### config.mk
export PLATFORM = sky130hd
export DESIGN_NAME = music_synth
export DESIGN_NICKNAME = d
export VERILOG_FILES = /design/src/rtl/music_synth.sv
export SDC_FILE = /design/constraint.sdc
export NUM_CORES = 1
export LEC_CHECK = 0
export ABC_AREA = 1
export BUFFER_PORTS_ARGS = -buffer_cell sky130_fd_sc_hd__buf_4
export CAP_MARGIN = 40
export CORE_MARGIN = 2
export CORE_UTILIZATION = 55
export CTS_CLUSTER_DIAMETER = 100
export DETAILED_ROUTE_END_ITERATION = 7
export GPL_TIMING_DRIVEN = 0
export PLACE_DENSITY = 0.8
export REMOVE_ABC_BUFFERS = 1
export SLEW_MARGIN = 20
export SYNTH_ARGS = -nofsm -noshare
export SYNTH_HDL_FRONTEND = slang
export SYNTH_SLANG_ARGS = --single-unit
### constraint.sdc
create_clock -name clk -period 7.5 [get_ports clk]
set_clock_uncertainty 0.05 [all_clocks]
set_input_delay 1.5 -clock clk [delete_from_list [all_inputs] [get_ports clk]]
set_output_delay 1.5 -clock clk [all_outputs]
set_load 0.005 [all_outputs]
### src/rtl/music_synth.sv
module music_synth #(
  parameter int CLK_HZ            = 50_000_000,
  parameter int SAMPLE_HZ         = 50_000,
  parameter int SIXTEENTH_SAMPLES = 6250,
  parameter int FX_TICKS          = 2500
) (
  input  logic       clk,
  input  logic       rst_n,
  input  logic       en,
  input  logic       fx_req,
  input  logic [1:0] fx_code,
  output logic [7:0] sample_o,
  output logic       dac_clk_o
);
  localparam int DIV  = CLK_HZ / SAMPLE_HZ;
  localparam int HALF = DIV / 2;
  localparam int CW   = $clog2(DIV);
  localparam int RW   = $clog2(16 * SIXTEENTH_SAMPLES + 1);
  localparam int FW   = $clog2(4 * FX_TICKS + 1);
  localparam logic [5:0] END_NOTE = 6'd63;

  function automatic logic [9:0] song(input logic [2:0] a);
    case (a)
      3'd0:    song = {6'd58, 4'd1};
      3'd1:    song = {6'd0,  4'd0};
      3'd2:    song = {6'd62, 4'd2};
      3'd3:    song = {6'd61, 4'd0};
      3'd4:    song = {6'd50, 4'd3};
      3'd5:    song = {6'd55, 4'd1};
      default: song = {END_NOTE, 4'd0};
    endcase
  endfunction

  function automatic logic [23:0] top_step(input logic [3:0] s);
    case (s)
      4'd0:    top_step = 24'd702295;
      4'd1:    top_step = 24'd744056;
      4'd2:    top_step = 24'd788300;
      4'd3:    top_step = 24'd835176;
      4'd4:    top_step = 24'd884836;
      4'd5:    top_step = 24'd937453;
      4'd6:    top_step = 24'd993197;
      4'd7:    top_step = 24'd1052252;
      4'd8:    top_step = 24'd1114825;
      4'd9:    top_step = 24'd1181115;
      4'd10:   top_step = 24'd1251348;
      4'd11:   top_step = 24'd1325758;
      default: top_step = 24'd0;
    endcase
  endfunction

  function automatic logic [23:0] note_step(input logic [5:0] n);
    logic [5:0] m;
    m = n - 6'd1;
    if (n == 6'd0 || n == END_NOTE) note_step = 24'd0;
    else note_step = top_step(4'(m % 6'd12)) >> (3'd5 - 3'(m / 6'd12));
  endfunction

  function automatic logic [RW-1:0] note_len(input logic [3:0] d);
    note_len = RW'((int'(d) + 1) * SIXTEENTH_SAMPLES);
  endfunction

  logic [CW-1:0] cnt;
  logic [CW-1:0] cnt_nxt;
  logic          tick;
  assign cnt_nxt = (cnt == CW'(DIV - 1)) ? '0 : cnt + CW'(1);
  assign tick    = (cnt == CW'(HALF - 1));

  always_ff @(posedge clk) begin
    if (!rst_n) begin
      cnt       <= '0;
      dac_clk_o <= 1'b1;
    end else begin
      cnt       <= cnt_nxt;
      dac_clk_o <= (cnt_nxt < CW'(HALF));
    end
  end

  logic [2:0]    addr;
  logic [2:0]    addr_nxt;
  logic [RW-1:0] rem;
  logic [23:0]   macc;
  logic [9:0]    cur;
  assign cur      = song(addr);
  assign addr_nxt = (song(3'(addr + 3'd1)) >> 4 == 10'(END_NOTE)) ? 3'd0 : 3'(addr + 3'd1);

  always_ff @(posedge clk) begin
    if (!rst_n || (tick && !en)) begin
      addr <= 3'd0;
      rem  <= note_len(song(3'd0) [3:0]);
      macc <= '0;
    end else if (tick) begin
      if (rem == RW'(1)) begin
        addr <= addr_nxt;
        rem  <= note_len(song(addr_nxt) [3:0]);
        macc <= '0;
      end else begin
        rem  <= rem - RW'(1);
        macc <= macc + note_step(cur[9:4]);
      end
    end
  end

  logic [FW-1:0] frem;
  logic [23:0]   facc;
  logic [23:0]   finc;

  always_ff @(posedge clk) begin
    if (!rst_n) begin
      frem <= '0;
      facc <= '0;
      finc <= '0;
    end else if (fx_req) begin
      frem <= FW'(FX_TICKS * (int'(fx_code) + 1));
      facc <= '0;
      finc <= top_step(4'({2'b00, fx_code} * 4'd3));
    end else if (tick && frem != '0) begin
      frem <= frem - FW'(1);
      facc <= facc + finc;
    end
  end

  logic mus_hi;
  logic fx_hi;
  assign mus_hi = en && (cur[9:4] != 6'd0) && macc[23];
  assign fx_hi  = (frem != '0) && facc[23];

  always_ff @(posedge clk) begin
    if (!rst_n) sample_o <= 8'd0;
    else if (tick) sample_o <= {1'b0, {7{mus_hi}}} + {1'b0, {7{fx_hi}}};
  end

  a_r2_data_on_fall: assert property (@(posedge clk) disable iff (!rst_n)
    !$stable(sample_o) |-> $fell(dac_clk_o));

  a_r6_levels: assert property (@(posedge clk) disable iff (!rst_n)
    sample_o == 8'd0 || sample_o == 8'd127 || sample_o == 8'd254);

  a_r3_no_marker: assert property (@(posedge clk) disable iff (!rst_n)
    cur[9:4] != END_NOTE);

  a_r5_rest_silent: assert property (@(posedge clk) disable iff (!rst_n)
    (tick && en && cur[9:4] == 6'd0 && frem == '0) |=> sample_o == 8'd0);

  a_r7_disabled: assert property (@(posedge clk) disable iff (!rst_n)
    (tick && !en && frem == '0) |=> sample_o == 8'd0);

  a_r8_fx_idle: assert property (@(posedge clk) disable iff (!rst_n)
    (tick && frem == '0) |=> (sample_o == 8'd0 || sample_o == 8'd127));
endmodule

== Word level (Yosys, flattened, before mapping) ==
Memory sizes are Yosys's and may differ from the RTL's. A register that Yosys moved wholly into a read port is not among the register bits.
Index checks and enable logic that the tools add are counted.

* Flip-flop bits (word level): 125
* Memory bits (read-only): 672
* Input port bits: 6
* Output and inout bits: 9
* Logic and storage cells: 90
* Memories: 2

{| class="wikitable"
|+ Memory list
! memory !! depth !! width !! read ports !! clocked after Yosys merged registers in !! wr ports !! RTL line !! RTL
|-
| (no name shown) || 16 || 21 || 1 || 1 || 0 || 35 || <nowiki>case (s)</nowiki>
|-
| (no name shown) || 16 || 21 || 1 || 0 || 0 || 35 ||
|}

* Add/subtract/negate cells: 11
* Multiply operators: 3
* Divide/modulo/power cells: 2
* $lt $le $gt $ge: 1
* Eq/ne operators: 20
* Shifts and indexed selects: 1
* Muxes and demuxes: 20
* Bitwise gates (word level): 1
* Reductions and logical operators: 19

{| class="wikitable"
|+ Operator list
! operator !! count
|-
| $mux 24 || 9
|-
| $pmux 10 s6 || 2
|-
| $add 24x24->24 || 2
|-
| $mux 14 || 2
|-
| $shr 24x3->24 || 1
|-
| $eq 3x2->1 const B || 6
|-
| $eq 3x3->1 const B || 6
|-
| $eq 17x1->1 const B || 1
|-
| $mux 17 || 1
|-
| $sub 17x1->17 const B || 1
|-
| $mul 5x12->16 const B || 1
|-
| $reduce_bool 14->1 || 1
|-
| $sub 14x1->14 const B || 1
|-
| $eq 6x6->1 const B || 2
|-
| $mul 10x3->12 const A || 1
|-
| $mux 4 || 3
|-
| $pmux 2 s6 || 1
|-
| $add 10x1->10 const B || 1
|-
| $eq 10x10->1 const B || 1
|-
| $eq 10x9->1 const B || 1
|-
| $lt 10x9->1 const B || 1
|-
| $mux 10 || 1
|-
| $eq 3x1->1 const B || 3
|-
| $logic_not 3->1 || 3
|-
| other kinds (19) || 26
|}

== Longest topological paths before layout ==
Gate-level depths: netlist of the first run.
An unclocked memory read counts as a cell.

* Depth in word-level cells: 16
* Mapped depth: 37
* Gate-level depth less buffers: 35

== Worst setup path before layout of the first run ==
No wires, ideal clock.

* Path type: register to register
* From: register addr[1]
* To: register macc[16]
* Setup time: 0.132 ns
* Arrival time: 4.308 ns
* Data required time: 7.318 ns
* Setup slack: 3.010 ns
* Stages on the path, launching flop included: 32
* Buffers on the path: 1
* Clock period less this slack: 4.490 ns
* Cells stage by stage: dfxtp_1 inv_1 ha_1 nand2_4 nand2_1 nor2_2 inv_1 nor2_4 nand3_4 inv_1 buf_2 a21oi_1 ha_1 inv_1 nand3_4 nand2_8 nand2_1 nand2_1 nand2_1 nand3_1 a21oi_1 ha_1 fa_1 nand3_1 nand2_1 a21oi_1 inv_1 nand3b_1 nand2_1 or2_2 nand3_1 a21oi_1

* Word-level cells in the longest chain between the ends: 16
* Elaborated cells on any way between the ends: 26
* Those cells by class: 3 x add/sub; 2 x div; 6 x eq/ne; 1 x shift; 10 x mux; 3 x reduce/logical; 1 x memory

{| class="wikitable"
|+ RTL lines
! element !! RTL line !! RTL
|-
| start: declaration || 79 || <nowiki>logic [2:0] addr;</nowiki>
|-
| start signal: assignment || 94 || <nowiki>addr <= addr_nxt;</nowiki>
|-
| $eq 3x3->1, or another cell as far along || 23 || <nowiki>case (a)</nowiki>
|-
| $pmux 10 s6 (*) || 23 ||
|-
| $sub 6x1->6 || 54 || <nowiki>m = n - 6'd1;</nowiki>
|-
| $mod 6x4->6 || 56 || <nowiki>else note_step = top_step(4'(m % 6'd12)) >> (3'd5 - 3'(m / 6'd12));</nowiki>
|-
| $mem_v2 16x21 || - ||
|-
| $mux 24 || 55 || <nowiki>if (n == 6'd0 || n == END_NOTE) note_step = 24'd0;</nowiki>
|-
| $mux 24 || 93 || <nowiki>if (rem == RW'(1)) begin</nowiki>
|-
| $mux 24 || 92 || <nowiki>end else if (tick) begin</nowiki>
|-
| $mux 24 || 88 || <nowiki>if (!rst_n || (tick && !en)) begin</nowiki>
|-
| $shr 24x3->24 || 56 ||
|-
| $mux 24 (*) || 55 ||
|-
| $mux 24 (*) || 93 ||
|-
| $mux 24 (*) || 92 ||
|-
| $mux 24 (*) || 88 ||
|-
| $add 24x24->24 (*) || 99 || <nowiki>macc <= macc + note_step(cur[9:4]);</nowiki>
|-
| $mux 24 (*) || 93 ||
|-
| end signal: assignment || 99 ||
|-
| end: declaration || 82 || <nowiki>logic [23:0] macc;</nowiki>
|}

Mark *: on every way between the ends. The rest lies on a longest branch, timed or not. The select of a mux whose other input is x is not followed.
A chain may end at the register's enable or synchronous reset.

== Worst setup path in the final report of the first run ==
Same ends and word-level chain as after synthesis.

==> metrics.txt, run 1 <==
status complete, no violations; Ys Warns 0; Critical Path RT around 7.7 ns; initial antenna violation count 0; post-CTS setup buffer count 0; Initial DRT Pass Iterations 5; hold-fix buffers at CTS 0; Total Power about 1.2 mW; maximum fanout along the worst path 19; Seq/Total Area, Yosys 0.260; Initial Utilization 0.562; Final Wtd Congestion 0.917; Synth Area in Simple Gates 0.318; DRC Markers 0; final wirelength slightly above 20 mm; Worst-Margin Slew 0.758 ns; vias per cell 5.63; root cell of the clock tree clkbuf_16; Slew headroom 0.494; RSZ-0062 raised after global routing false; die area between 15000 and 20000 um^2; post-route minimum period 5.42 ns; antenna cell count 0; First DRT Iteration DRCs approximately 660; peak supply drop ~0.00011 V; CTS tree yes; Slew Viols, Final 0; HP Class flip-flop to flip-flop; Crit Path Class flip-flop to flip-flop; crit-path most repeated cell inv_1; Mapped Area ~8500 um^2; Synth area leader dfxtp_1; first-pass GRT wire length 35.4 mm; Final Hold Viols 0; setup_tns 0 ns; final worst slack 2.08 ns; largest family of logic cells by synthesized area simple AND/OR/NAND/NOR gates; Leak approximately 4.3 nW; PortBufs 14; Primary FF master, synth dfxtp_1; fin area a little over 9000 um^2; Ports 15; highest clock rate around 0.18 GHz; Synth Area in Adders 0.115; Max-cap violations 0; Hold Slack 0.414 ns; kind of end point of the critical path flip-flop; Total GRT Usage 0.257; power per cell area around 130 nW/um^2; Synth Area in Compound Gates 0.185; placed insts 1483; fraction of registers with async set/reset 0; clock net sink count approximately 110; row count 45; Vias ~8400; xor and xnor area share after synthesis 0.0359; number of global-route vias before repair 7781; H-Tree Depth 3; clk slew on worst S/H paths ~0.080 ns; layout cells sized above 1 0.0549; DR WL/cell 13.7 um; Resize count post-CTS 0; EDFF count, synth 0; highest-delay cell along the critical path fa_1; worst skew pair latency approximately 0.36 ns; area delta synth->final 6.78%; CP max stage delay about 0.5 ns; Placement Cell Area 8820 um^2; Tcrit/Tclk final 0.723; post-synthesis mux area share 0; syn avg cell area between 6 and 7 um^2; final core utilization 0.600; Die Ht roughly 130 um; crit start category flip-flop; top cell type's share of synthesized area 0.260; Seq cells post-synth 111; die width around 130 um; core area roughly 15000 um^2; largest cells by area after synthesis dfxtp_1 (26%), nand2_1 (13%), ha_1 (11%); post-DP HPWL 15.5 mm; Final setup viols 0; Reg2Reg Setup Slack 2.08 ns; largest net degree at the start of global routing 38; cell count after synthesis approximately 1300; pre-CTS setup slack ~2.2 ns; post-route ant nets 0; total CTS buffers 9; total grt overflow 0; synth unique cells 48; # nets final between 1000 and 1500; Worst EP arrival 5.62 ns; Max Buffers Root-to-Sink 2; Final Non-Filler Cells between 1000 and 1500
==> cell usage in the layout (no fill, tap or decap), drive strengths merged, types with 4 or more instances in the layout <==
cell	count
nand2	305
xor2	29
dfxtp	111
xnor2	6
buf	19
inv	151
a31oi	6
nor2	140
a21o	5
ha	75
o221ai	9
clkinv	4
nand3b	5
o21ai	101
nand4	18
a211oi	4
clkbuf	11
or2	11
nor3	16
nor4	7
nand3	104
o21bai	4
o211ai	14
a21oi	136
==> cell families (layout without fill, tap and decap cells) <==
family	count (synthesis)	after routing
AND/OR/NAND/NOR	614	614
AO/OA/AOI/OAI	288	288
buffers and inverters	187	186
flip-flops	111	111
adder cells (fa/ha/maj)	77	77
XOR/XNOR	35	35
==> synth_stat cells (4+ instances only) <==
library cell,n
a211oi_1,4
a21o_1,5
a21oi_1,136
a31oi_1,6
buf_1,4
buf_2,8
buf_4,5
clkbuf_1,18
dfxtp_1,111
ha_1,75
inv_1,144
inv_2,5
nand2_1,295
nand2_2,5
nand3_1,99
nand3b_1,5
nand4_1,18
nor2_1,136
nor3_1,15
nor4_1,7
o211ai_1,14
o21ai_0,92
o21ai_1,8
o21bai_1,4
o221ai_1,9
or2_2,11
xnor2_1,6
xor2_1,29
==> area by class of cell <==
class / count / area [um^2]
sequential: 111 / 2220
timing repair buffer: 19 / 205
clock inverter: 5 / 63.8
fill: 1433 / 6080
tap: 188 / 235
inverter: 151 / 567
multi-input combinational: 1014 / 5590
clock buffer: 11 / 233
==> state kept, by name (all words and copies together) (netlist names) <==
name,cells
macc,24
addr,3
cnt,10
facc,24
sample_o,3
dac_clk_o,1
finc,15
frem,14
rem,17
==> worst max-delay path: cells and delay by family, from the launching register on <==
| family | cells | cell delay, ns |
|---|---|---|
| AO/OA/AOI/OAI | 4 | 0.40 |
| adder cells (fa/ha/maj) | 4 | 1.25 |
| buffers and inverters | 5 | 0.99 |
| flip-flops | 1 | 0.42 |
| AND/OR/NAND/NOR | 17 | 2.19 |
==> path summary, 6_finish.rpt <==
check | startpoint | to | cells after the start
setup / recovery | addr[1] | macc[16] | 30
hold / removal | finc[14] | finc[14] | 2
setup reg to reg | addr[1] | macc[16] | 30
hold reg to reg | finc[14] | finc[14] | 2
==> layer usage <==
layer  vias up  wire, um  GRT usage  share of wire
li1       4382         -          -              -
met1      3810      9700      0.352           0.47
met2       205      9390      0.419           0.46
met3        37      1050     0.0312          0.051
met4         0       448     0.0940          0.022
met5         -         0          0              0
==> power breakdown <==
part | switching, mW | leakage (nW) | total, mW | internal, mW
Combinational | 0.0569 | 3.24 | 0.0881 | 0.0312
Clock | 0.237 | 0.146 | 0.500 | 0.264
Sequential | 0.00982 | 0.900 | 0.609 | 0.599
Total | 0.303 | 4.29 | 1.20 | 0.894
Note: power is estimated with default switching activity, not from simulation.
==> run 2: changes to the inputs <==
Clock period 7.5 ns to 5.3 ns, I/O delays scaled along.
==> metrics.txt, run 2 (synthesis gave the netlist of run 1 again) <==
status complete, no violations; power per cell area about 180 nW/um^2; Total GRT Usage 0.257; Hold Crit Start finc[14]; Worst-Margin Slew between 0.7 and 0.8 ns; # nets final 1394; Reg2Reg Setup Slack 0.43 ns; Tcrit/Tclk final 0.920; Max Buffers Root-to-Sink 2; Hold EP finc[14]; clk slew on worst S/H paths 0.08 ns; Final Wtd Congestion between 0.9 and 1; Final setup viols 0; most frequent cells in the layout nand2_1 (295), inv_1 (141), nor2_1 (135), a21oi_1 (135), dfxtp_1 (111); antenna cell count 0; highest-delay cell along the critical path fa_1; root cell of the clock tree clkbuf_16; total CTS buffers 9; maximum fanout along the worst path 19; Vias between 8000 and 9000; post-route minimum period 4.87 ns; post-DP HPWL between 15 and 20 mm; kind of end point of the critical path flip-flop; CP max stage delay approximately 0.50 ns; die width about 130 um; Crit Path Class flip-flop to flip-flop; area delta synth->final 7.35%; crit start category flip-flop; Final Hold Viols 0; post-route ant nets 0; layout cells sized above 1 0.0616; hold-fix buffers at CTS 0; first-pass GRT wire length ~35 mm; crit-path most repeated cell nand2_1; Slew headroom 0.494; PortBufs 14; worst skew pair latency approximately 0.36 ns; DRC Markers 0; final wirelength 20.7 mm; initial antenna violation count 0; reg2reg start addr[0]; Max-cap violations 0; H-Tree Depth 3; Hold Crit Depth 2; r2r endpoint macc[16]; final worst slack roughly 0.43 ns; Die Ht 129 um; clock net sink count 111; row count 45; final core utilization 0.603; Slew Viols, Final 0; Final Non-Filler Cells 1504; depth of the most critical reg-to-reg path 30; placed insts roughly 1500; highest clock rate between 0.2 and 0.25 GHz; number of global-route vias before repair roughly 7800; peak supply drop approximately 0.00015 V; fill count 1424; First DRT Iteration DRCs roughly 590; HP Class flip-flop to flip-flop; Worst EP arrival 5.07 ns; total grt overflow 0; Leak between 4 and 5 nW; biggest regs facc x24, macc x24, rem x17; pre-CTS setup slack -0.0370 ns; die area approximately 17000 um^2; largest net degree at the start of global routing 38; DR WL/cell between 10 and 15 um; CTS tree yes; RSZ-0062 raised after global routing false; Ports 15; vias per cell between 5 and 6; Critical Path RT around 5.5 ns; core area around 15000 um^2; most common cell after layout, fill and taps aside nand2_1; Initial DRT Pass Iterations 5; Initial Utilization 0.562
[run 2: changes by cell type in the layout (fill, tap and decap cells not counted)]
cell        change
buf_4           +5
inv_2           +1
clkinvlp_4      +2
a21oi_1         -1
a21oi_2         +1
inv_1           -3
[run 2: critical path, delay by kind of cell (launching register included)]
kind	cells	cell delay, ns
AOI/OAI and AO/OA	4	0.46
adders and majority gates	4	1.21
buffers and inverters	4	0.47
DFF	1	0.47
and+or+nand+nor	18	2.09
[run 2: worst max path at each step]
stage	depth (start not counted)	end	from	slack (ns)
after detailed placement	30	macc[16]	addr[1]	-0.04
after global routing	30	macc[16]	addr[1]	0.05
after CTS	30	macc[16]	addr[0]	0.01
after floorplan	30	macc[16]	addr[1]	0.66
final	30	macc[16]	addr[0]	0.43
after global placement	30	macc[19]	addr[1]	-0.07
[run 2: what timing repair did]
action	4_1_cts	5_1_grt
setup buffers	0	5
gates resized for setup	1	3
pin swaps	0	0
endpoints found under the setup margin	2	17
cloned	0	0
[run 2: cell type report]
type                       count  area (um^2)  area share
multi-input combinational   1014         5600       0.611
tap                          188          235      0.0257
timing repair buffer          24          243      0.0265
clock inverter                 5         63.8     0.00696
sequential                   111         2220       0.242
clock buffer                  11          233      0.0254
inverter                     151          574      0.0626
[run 2: report_power, final]
| part | internal, mW | leakage (nW) | switching, mW | total, mW |
|---|---|---|---|---|
| logic | 0.0441 | 3.26 | 0.0805 | 0.125 |
| registers | 0.848 | 0.900 | 0.0139 | 0.862 |
| clock network | 0.373 | 0.146 | 0.334 | 0.707 |
[run 2: routing by layer]
layer / vias to the layer above / global-route usage / share of wire
met5: - / 0 / 0
met2: 206 / 0.419 / 0.46
li1: 4378 / - / -
met3: 30 / 0.0312 / 0.053
met1: 3804 / 0.352 / 0.47
met4: 0 / 0.0940 / 0.020
[run 2: stage by stage]
step           total power [mW]  hold WS, ns  setup TNS [ns]  instance area, um^2
2_1_floorplan             0.963        0.373               0                 8370
3_3_place_gp              0.996        0.384          -0.138                 8710
3_5_place_dp               1.00        0.407         -0.0724                 8820
4_1_cts                    1.70        0.420               0                 9120
5_1_grt                    1.75        0.438               0                 9170
6_report                   1.69        0.415               0                 9170
==> run 3: changes to the inputs <==
Settings changed: CELL_PAD_IN_SITES_DETAIL_PLACEMENT set to 0, CELL_PAD_IN_SITES_GLOBAL_PLACEMENT set to 2, CORE_UTILIZATION 55 to 36, PLACE_DENSITY 0.8 to 0.9.
==> metrics.txt, run 3 (synthesis gave the netlist of run 1 again) <==
kind of end point of the critical path flip-flop; fill count 2611; reg2reg start addr[0]; Worst EP arrival ~5.0 ns; status complete, no violations; Reg2Reg Setup Slack slightly below 0.5 ns; total grt overflow 0; power per cell area 185 nW/um^2; post-route ant nets 0; CTS tree yes; most frequent cells in the layout nand2_1 (295), inv_1 (142), a21oi_1 (136); final wirelength approximately 22 mm; clock net sink count approximately 110; Final Wtd Congestion 0.850; die width around 160 um; area delta synth->final 8.78%; r2r endpoint macc[16]; Final Hold Viols 0; highest-delay cell along the critical path fa_1; RSZ-0062 raised after global routing false; Crit Path Class flip-flop to flip-flop; Total GRT Usage 0.184; post-route minimum period 4.80 ns; Ports 15; Die Ht roughly 160 um; Hold EP finc[14]; crit start category flip-flop; Hold Slack 0.411 ns; clk slew on worst S/H paths 0.09 ns; highest clock rate 0.208 GHz; Tcrit/Tclk final 0.906; Initial DRT Pass Iterations 5; First DRT Iteration DRCs about 430; peak supply drop 0.000149 V; most common cell after layout, fill and taps aside nand2_1; DR WL/cell roughly 14 um; HP Class flip-flop to flip-flop; # nets final between 1000 and 1500; Slew Viols, Final 0; Slew headroom 0.485; Max-cap violations 0; vias per cell between 4 and 5; root cell of the clock tree clkbuf_16; largest net degree at the start of global routing between 40 and 50; core area between 20000 and 25000 um^2; DRC Markers 0; Worst-Margin Slew just under 0.8 ns; total CTS buffers 9; Max Buffers Root-to-Sink 2; Leak roughly 4.3 nW; maximum fanout along the worst path 19; Vias just over 8000; Hold Crit Start finc[14]; crit path buf inv count 5; Hold Crit Depth 2; depth of the most critical reg-to-reg path 28; H-Tree Depth 3; die area around 25000 um^2; Initial Utilization 0.365; biggest regs facc x24, macc x24, rem x17; row count 56; largest delay contributor family on the critical path simple AND/OR/NAND/NOR gates; number of global-route vias before repair between 7000 and 8000; CP max stage delay roughly 0.48 ns; worst skew pair latency around 0.38 ns; initial antenna violation count 0; post-DP HPWL ~17 mm; setup_tns 0 ns; hold-fix buffers at CTS 0; first-pass GRT wire length between 30 and 40 mm; layout cells sized above 1 0.0625; Final setup viols 0; Critical Path RT 5.50 ns; antenna cell count 0; PortBufs 14
run 3: cell types whose count changed in the layout (fill, tap and decap cells not counted), moves of 2 or more:
cell      before  now
buf_4         19   16
clkbuf_1       2    0
clkinv_8       0    2
dfxtp_1      111  108
dfxtp_2        0    3
inv_8          1    3
run 3: how the worst max path moves through the flow:
stage,start,endpoint,slack [ns],depth (start not counted)
global route,addr[1],macc[16],0.03,28
finish,addr[0],macc[16],0.50,28
detailed placement,addr[0],macc[16],-0.13,28
CTS,addr[0],macc[16],0.08,28
floorplan,addr[1],macc[16],0.66,30
global placement,cnt[0],rem[8],-0.41,9
run 3: metrics by stage:
step | cell area [um^2] | util | setup WS (ns) | total power, mW | cells
global placement | 8870 | 0.379 | -0.409 | 1.00 | 1609
floorplan | 8370 | - | 0.663 | 0.963 | 1276
CTS | 9270 | 0.396 | 0.0818 | 1.74 | 1629
global route | 9290 | 0.397 | 0.0301 | 1.79 | 1630
detailed placement | 8950 | 0.382 | -0.131 | 1.01 | 1612
finish | 9290 | 0.397 | 0.496 | 1.72 | 1630
run 3: power by group:
part | leakage [nW] | switching (mW) | internal (mW)
registers | 0.901 | 0.0142 | 0.848
clock network | 0.155 | 0.385 | 0.347
logic | 3.23 | 0.0800 | 0.0440
total | 4.28 | 0.479 | 1.24
run 3: layer usage:
| layer | vias to the layer above | global-route usage | share of wire |
|---|---|---|---|
| li1 | 4368 | - | - |
| met1 | 3672 | 0.251 | 0.51 |
| met2 | 60 | 0.312 | 0.46 |
| met3 | 11 | 0.0246 | 0.019 |
| met4 | 0 | 0.0347 | 0.0080 |
| met5 | - | 0 | 0 |
run 3: what timing repair did:
item,in CTS,in global routing
gates resized for setup,1,7
setup buffers,1,1
cloned,0,0
endpoints found under the setup margin,7,16
run 3: area by class of cell:
type                    instances  area [um^2]  share of cell area
inverters                     151          572              0.0615
well taps                     319          399              0.0430
clock inverters                 7         91.3             0.00983
repair buffers                 19          178              0.0191
multi-input cells            1014         5600               0.603
flip-flops and latches        111         2230               0.240
clock buffers                   9          225              0.0242
run 3: tightest hold or removal path: cells and delay by family, from the launching register on:
kind / cells / cell delay (ns)
flip-flops: 1 / 0.32
AND/OR/NAND/NOR: 2 / 0.11
